File: src/rtl/supseq_pkg.sv
package supseq_pkg;

    typedef enum logic [1:0] {
        ST_CHARGE = 2'd0,
        ST_RUN    = 2'd1,
        ST_DRAIN  = 2'd2,
        ST_REFILL = 2'd3
    } seq_state_e;

    typedef struct packed {
        logic above_on;
        logic below_off;
        logic below_rst;
        logic overload;
        logic latch_req;
    } flag_s;

    localparam int unsigned FLAG_W = $bits(flag_s);

    typedef struct packed {
        logic src_en;
        logic drv_en;
        logic lowi_en;
    } rail_s;

    function automatic rail_s rail_decode(input seq_state_e s);
        rail_s r;
        unique case (s)
            ST_CHARGE: r = '{src_en: 1'b1, drv_en: 1'b0, lowi_en: 1'b0};
            ST_RUN:    r = '{src_en: 1'b0, drv_en: 1'b1, lowi_en: 1'b0};
            ST_DRAIN:  r = '{src_en: 1'b0, drv_en: 1'b0, lowi_en: 1'b1};
            default:   r = '{src_en: 1'b1, drv_en: 1'b0, lowi_en: 1'b1};
        endcase
        return r;
    endfunction

endpackage

File: src/rtl/supseq_sync.sv
module supseq_sync #(
    parameter int unsigned W      = 5,
    parameter int unsigned STAGES = 2
) (
    input  logic         clk,
    input  logic         rst,
    input  logic [W-1:0] d_i,
    output logic [W-1:0] q_o
);
    logic [W-1:0] stage_q [STAGES];

    always_ff @(posedge clk) begin
        if (rst) begin
            for (int i = 0; i < STAGES; i++) stage_q[i] <= '0;
        end else begin
            stage_q[0] <= d_i;
            for (int i = 1; i < STAGES; i++) stage_q[i] <= stage_q[i-1];
        end
    end

    assign q_o = stage_q[STAGES-1];
endmodule

File: src/rtl/supseq_retry_cnt.sv
module supseq_retry_cnt #(
    parameter int unsigned RETRIES = 2
) (
    input  logic clk,
    input  logic rst,
    input  logic clr_i,
    input  logic inc_i,
    output logic last_o
);
    localparam int unsigned CW = (RETRIES < 2) ? 1 : $clog2(RETRIES + 1);
    localparam logic [CW-1:0] LAST = CW'(RETRIES - 1);

    logic [CW-1:0] cnt_q;

    always_ff @(posedge clk) begin
        if (rst || clr_i)  cnt_q <= '0;
        else if (inc_i)    cnt_q <= cnt_q + 1'b1;
    end

    assign last_o = (cnt_q == LAST);

    // the count never passes the final retry
    p_cnt_bound_r7: assert property (@(posedge clk) disable iff (rst)
        cnt_q <= LAST);
    // increment and clear are never requested together
    p_cnt_excl_r7: assert property (@(posedge clk) disable iff (rst)
        !(inc_i && clr_i));
endmodule

File: src/rtl/supseq_fsm.sv
module supseq_fsm
    import supseq_pkg::*;
(
    input  logic       clk,
    input  logic       rst,
    input  flag_s      flg_i,
    input  logic       cnt_last_i,
    output logic       cnt_inc_o,
    output logic       cnt_clr_o,
    output seq_state_e state_o,
    output logic       ss_pulse_o
);
    seq_state_e st_q, st_d;
    logic       lat_q, lat_d;
    logic       ss_q, ss_d;

    always_comb begin
        st_d      = st_q;
        lat_d     = lat_q | flg_i.latch_req;
        ss_d      = 1'b0;
        cnt_inc_o = 1'b0;
        cnt_clr_o = 1'b0;
        if (flg_i.below_rst) begin
            st_d      = ST_CHARGE;
            lat_d     = 1'b0;
            cnt_clr_o = 1'b1;
        end else begin
            unique case (st_q)
                ST_CHARGE: begin
                    if (flg_i.above_on) begin
                        if (lat_d) begin
                            st_d = ST_DRAIN;
                        end else begin
                            st_d      = ST_RUN;
                            ss_d      = 1'b1;
                            cnt_clr_o = 1'b1;
                        end
                    end
                end
                ST_RUN: begin
                    if (flg_i.below_off)                 st_d = ST_REFILL;
                    else if (flg_i.overload || lat_d)    st_d = ST_DRAIN;
                end
                ST_DRAIN: begin
                    if (flg_i.below_off) st_d = ST_REFILL;
                end
                default: begin
                    if (flg_i.above_on) begin
                        if (lat_d) begin
                            st_d = ST_DRAIN;
                        end else if (cnt_last_i) begin
                            st_d      = ST_RUN;
                            ss_d      = 1'b1;
                            cnt_clr_o = 1'b1;
                        end else begin
                            st_d      = ST_DRAIN;
                            cnt_inc_o = 1'b1;
                        end
                    end
                end
            endcase
        end
    end

    always_ff @(posedge clk) begin
        if (rst) begin
            st_q  <= ST_CHARGE;
            lat_q <= 1'b0;
            ss_q  <= 1'b0;
        end else begin
            st_q  <= st_d;
            lat_q <= lat_d;
            ss_q  <= ss_d;
        end
    end

    assign state_o    = st_q;
    assign ss_pulse_o = ss_q;

    // soft-start lasts one cycle
    p_ss_one_cycle_r2: assert property (@(posedge clk) disable iff (rst)
        ss_q |=> !ss_q);
    // undervoltage while running leaves run
    p_uv_leaves_run_r3: assert property (@(posedge clk) disable iff (rst)
        (st_q == ST_RUN && flg_i.below_off && !flg_i.below_rst) |=> st_q == ST_REFILL);
    // overload while running starts a discharge
    p_ovl_drain_r4: assert property (@(posedge clk) disable iff (rst)
        (st_q == ST_RUN && flg_i.overload && !flg_i.below_off && !flg_i.below_rst)
        |=> st_q == ST_DRAIN);
    // a held latch keeps the drivers off
    p_latch_holds_r8: assert property (@(posedge clk) disable iff (rst)
        (lat_q && st_q != ST_RUN && !flg_i.below_rst) |=> st_q != ST_RUN);
    // logic-loss level clears state and latch
    p_rst_clears_r9: assert property (@(posedge clk) disable iff (rst)
        flg_i.below_rst |=> (st_q == ST_CHARGE && !lat_q));
    // overload alone never moves a hiccup half
    p_ovl_ignored_r10: assert property (@(posedge clk) disable iff (rst)
        (st_q == ST_DRAIN && !flg_i.below_off && !flg_i.below_rst) |=> st_q == ST_DRAIN);
endmodule

File: src/rtl/supseq_top.sv
module supseq_top
    import supseq_pkg::*;
#(
    parameter int unsigned SYNC_STAGES = 2,
    parameter int unsigned RETRIES     = 2
) (
    input  logic clk,
    input  logic rst,
    input  logic sup_above_on_i,
    input  logic sup_below_off_i,
    input  logic sup_below_rst_i,
    input  logic overload_i,
    input  logic latch_req_i,
    output logic startup_src_en_o,
    output logic drv_en_o,
    output logic low_iq_en_o,
    output logic softstart_o
);
    flag_s      raw_flags, sync_flags;
    seq_state_e state;
    logic       cnt_inc, cnt_clr, cnt_last, ss_pulse;
    rail_s      rails;

    assign raw_flags = '{above_on:  sup_above_on_i,
                         below_off: sup_below_off_i,
                         below_rst: sup_below_rst_i,
                         overload:  overload_i,
                         latch_req: latch_req_i};

    supseq_sync #(.W(FLAG_W), .STAGES(SYNC_STAGES)) u_sync (
        .clk (clk),
        .rst (rst),
        .d_i (raw_flags),
        .q_o (sync_flags)
    );

    supseq_fsm u_fsm (
        .clk        (clk),
        .rst        (rst),
        .flg_i      (sync_flags),
        .cnt_last_i (cnt_last),
        .cnt_inc_o  (cnt_inc),
        .cnt_clr_o  (cnt_clr),
        .state_o    (state),
        .ss_pulse_o (ss_pulse)
    );

    supseq_retry_cnt #(.RETRIES(RETRIES)) u_cnt (
        .clk    (clk),
        .rst    (rst),
        .clr_i  (cnt_clr),
        .inc_i  (cnt_inc),
        .last_o (cnt_last)
    );

    assign rails            = rail_decode(state);
    assign startup_src_en_o = rails.src_en;
    assign drv_en_o         = rails.drv_en;
    assign low_iq_en_o      = rails.lowi_en;
    assign softstart_o      = ss_pulse;

    // drivers and startup source never on together
    p_drv_src_excl_r2: assert property (@(posedge clk) disable iff (rst)
        drv_en_o |-> !startup_src_en_o);
    // soft-start only ever coincides with enabled drivers
    p_ss_with_drv_r2: assert property (@(posedge clk) disable iff (rst)
        softstart_o |-> drv_en_o);
    // low-current mode excludes driving
    p_lowi_no_drv_r5: assert property (@(posedge clk) disable iff (rst)
        low_iq_en_o |-> !drv_en_o);
endmodule

File: config.mk
export PLATFORM = sky130hd
export DESIGN_NAME = supseq_top
export DESIGN_NICKNAME = d
export VERILOG_FILES = /design/src/rtl/supseq_pkg.sv /design/src/rtl/supseq_sync.sv /design/src/rtl/supseq_retry_cnt.sv /design/src/rtl/supseq_fsm.sv /design/src/rtl/supseq_top.sv
export SDC_FILE = /design/constraint.sdc
export NUM_CORES = 1
export LEC_CHECK = 0
export BUFFER_PORTS_ARGS = -buffer_cell sky130_fd_sc_hd__buf_2
export CORE_MARGIN = 5
export CORE_UTILIZATION = 52
export DETAILED_ROUTE_END_ITERATION = 6
export PLACE_DENSITY = 0.78
export SLEW_MARGIN = 20
export SYNTH_ARGS = -nofsm -noshare
export SYNTH_HDL_FRONTEND = slang
export SYNTH_SLANG_ARGS = --single-unit
File: constraint.sdc
create_clock -name clk -period 1.75 [get_ports clk]
set_input_delay 0.2625 -clock clk [delete_from_list [all_inputs] [get_ports clk]]
set_output_delay 0.2625 -clock clk [all_outputs]
set_load 0.005 [all_outputs]
==> impl_metrics.tcl <==
set metrics [dict create \
    status "finished clean" \
    start_util_pct 53.7 \
    hold_violations 0 \
    coreArea_um2 1280 \
    cts_root_buf "clkbuf_4" \
    grt_start_max_net_pins 14 \
    maxSlewHeadroom_pct 82.2 \
    via_per_inst 5.30 \
    rsz0062_at_grt "false" \
    die_h_um 46.4 \
    yosysSeqAreaShare_pct 46.5 \
    skew_ns 0.00528 \
    rr_startpoint "u_fsm.state_o[1]" \
    switching_share_pct 22.2 \
    numCtsBuffers 3 \
    cp_max_fo 5 \
    grt_pass1_vias 505 \
    htreeDepth 1 \
    drv.max_cap_violation_count 0 \
    p_per_area_nw_per_um2 871 \
    p_leak_uw 0.000335 \
    cts_tree "yes" \
    worstSetupPathType "reg2out" \
    fmax_mhz 615 \
    ys_ff_latch 16 \
    grt_usage_pct 13.4 \
    antenna_found_initial 0 \
    dpl.hpwl_um 868 \
    cts_hold_buffers 0 \
    portBuffers 10 \
    areaGrowthSynthToFinish_pct 14.9 \
    r2r_cells 6 \
    ios 11 \
    worstMarginPinSlew_ns 0.266 \
    startpoint_type "flip-flop" \
    clk_pin_slew_ns 0.09 \
    critPathRequiredTime_ns 1.49 \
    finalPower_uw 690 \
    p_comb_share_pct 9.4 \
    synthCells 70 \
    drc_errors 0 \
    postRouteAntennaNets 0 \
    insertion_delay_ns 0.28 \
    cts_setup_buffers 0 \
    via_count 519 \
    detail_route.iter0.violations 6 \
    netlist_area_um2 689 \
    fp-row-count 13 \
    avgSynthCellArea_um2 9.85 \
    drv_slew 0 \
    grt_pass1_wl_mm 1.98 \
    period_share_pct 93.0 \
    min_path_type "in2reg" \
    nets 97 \
    p_clk_share_pct 34.5 \
    crit_path_end_kind "output pin" \
    cp-endpoint "low_iq_en_o" \
    drive_gt1_share_pct 24.1 \
    dieArea_um2 2150 \
    numClockSinks 16 \
    place_congestion 0.868 \
    internal_power_uw 537 \
    placed_area_um2 754 \
    crit_arrival_ns 1.36 \
    final_area_um2 792 \
    grt_overflow_total 0 \
    p_sw_uw 153 \
    reg2reg_slack_ns 0.23 \
    critPathLaunch "u_fsm.state_o[0]" \
    tns_ns 0 \
    min_period_ns 1.63 \
    clk_path_buf_depth 2 \
    wl_per_cell_um 12.0 \
    synth.distinct_cells 26 \
    antenna_cells 0 \
    die_w_um 46.4 \
    postRouteWirelength_mm 1.18 \
    rr_endpoint "u_fsm.state_o[0]" \
    firstDrtPassIters 4 \
    setup-violations-final 0 \
    ir_drop_v 0.000574 \
    p_seq_share_pct 56.2 \
    synth_nets 83 \
    ys_warn_count 0 \
]
## timing repair
| item | CTS | global route |
|---|---|---|
| gates resized for setup | 0 | 1 |
| setup endpoints to repair | 0 | 1 |
| hold endpoints to repair | 0 | 0 |
## how the worst min path moves through the flow
stage                           end  cells past startpoint                 start  slack, ns
6_report       u_sync.stage_q[0][2]                      2       sup_below_rst_i       0.19
5_1_grt        u_sync.stage_q[0][2]                      2       sup_below_rst_i       0.22
4_1_cts        u_sync.stage_q[0][1]                      2            overload_i       0.18
3_5_place_dp   u_sync.stage_q[0][5]                      1  u_sync.stage_q[0][0]       0.42
3_3_place_gp   u_sync.stage_q[0][9]                      1  u_sync.stage_q[0][4]       0.42
2_1_floorplan  u_sync.stage_q[0][3]                      1                   rst       0.33
## critical path, cell delays in order, from the launching register on
cell     delay, ns
dfxtp_2       0.38
inv_1         0.08
ha_1          0.23
or2_2         0.27
buf_2         0.12
## power groups by stage
| stage | Clock [µW] | Sequential, µW | Combinational (µW) |
|---|---|---|---|
| after floorplan | 0 | 394 | 44.5 |
| after global placement | 0 | 395 | 61.2 |
| after detailed placement | 0 | 396 | 64.0 |
| after CTS | 243 | 387 | 64.3 |
| after global routing | 258 | 390 | 73.2 |
| final | 238 | 388 | 64.7 |
## cell families (layout without fill, tap and decap cells)
| logic type | after synthesis | count (layout) | synth area share [%] |
|---|---|---|---|
| muxes | 1 | 1 | 1.63 |
| xor gates and xnor gates | 1 | 1 | 1.27 |
| and+or+nand+nor | 28 | 28 | 23.1 |
| buffers and inverters | 6 | 19 | 3.27 |
| DFF | 16 | 16 | 46.5 |
| adders and majority gates | 6 | 6 | 10.9 |
| AOI/OAI and AO/OA | 12 | 12 | 13.4 |
## synth_stat cells
| master | instances | area (µm²) |
|---|---|---|
| nand2_1 | 1 | 3.75 |
| a22oi_2 | 1 | 12.5 |
| o21ai_0 | 3 | 15.0 |
| inv_1 | 5 | 18.8 |
| or2_2 | 1 | 6.26 |
| mux2_2 | 1 | 11.3 |
| clkbuf_1 | 1 | 3.75 |
| nor2_1 | 5 | 18.8 |
| dfxtp_1 | 16 | 320 |
| o21ba_2 | 1 | 10.0 |
| nand3_1 | 4 | 20.0 |
| o2111ai_1 | 1 | 8.76 |
| nor3b_1 | 1 | 7.51 |
| nor2_2 | 1 | 6.26 |
| and3_1 | 1 | 6.26 |
| a32oi_1 | 1 | 8.76 |
| a21boi_1 | 1 | 7.51 |
| nor2b_1 | 10 | 62.6 |
| o22ai_1 | 1 | 6.26 |
| xor2_1 | 1 | 8.76 |
| ha_1 | 6 | 75.1 |
| a21boi_0 | 1 | 7.51 |
| or3b_1 | 2 | 17.5 |
| nor3_1 | 2 | 10.0 |
| a211oi_1 | 1 | 7.51 |
| o22a_1 | 1 | 8.76 |
## through the flow
stage	cells	worst slack, ns	utilization, %	hold WS (ns)
after global placement	94	0.340	58.7	0.419
after global routing	98	0.0494	61.6	0.215
after floorplan	70	0.406	-	0.334
after detailed placement	94	0.240	58.7	0.424
after CTS	98	0.0497	61.5	0.183
final	98	0.123	61.6	0.186
## cell type report
class	instances	area, µm²
multi-input combinational	48	347
tap	15	18.8
sequential	16	322
clock buffer	4	36.3
fill	109	493
timing repair buffer	10	50.0
inverter	5	18.8
## sequential cells by signal, indices dropped and copies added, names as in the netlist
signal            cells
u_fsm.lat_q           1
u_sync.stage_q       10
u_cnt.cnt_q           2
u_fsm.state_o         2
u_fsm.ss_pulse_o      1
## cell usage in the layout (no fill, tap or decap), drive strengths merged
cell | synthesis | layout
a211oi | 1 | 1
a21boi | 2 | 2
a22oi | 1 | 1
a32oi | 1 | 1
and3 | 1 | 1
buf | 0 | 10
clkbuf | 1 | 4
dfxtp | 16 | 16
ha | 6 | 6
inv | 5 | 5
mux2 | 1 | 1
nand2 | 1 | 1
nand3 | 4 | 4
nor2 | 6 | 6
nor2b | 10 | 10
nor3 | 2 | 2
nor3b | 1 | 1
o2111ai | 1 | 1
o21ai | 3 | 3
o21ba | 1 | 1
o22a | 1 | 1
o22ai | 1 | 1
or2 | 1 | 1
or3b | 2 | 2
xor2 | 1 | 1
## per-layer routing
metal  GRT usage (%)  vias to the layer above  share of wire [%]
li1                -                      267                  -
met1            14.6                      234                 46
met2            21.7                       14                 47
met3            2.34                        4                4.7
met4            11.9                        0                2.6
met5               0                        -                  0
(Power assumes the default switching activity.)
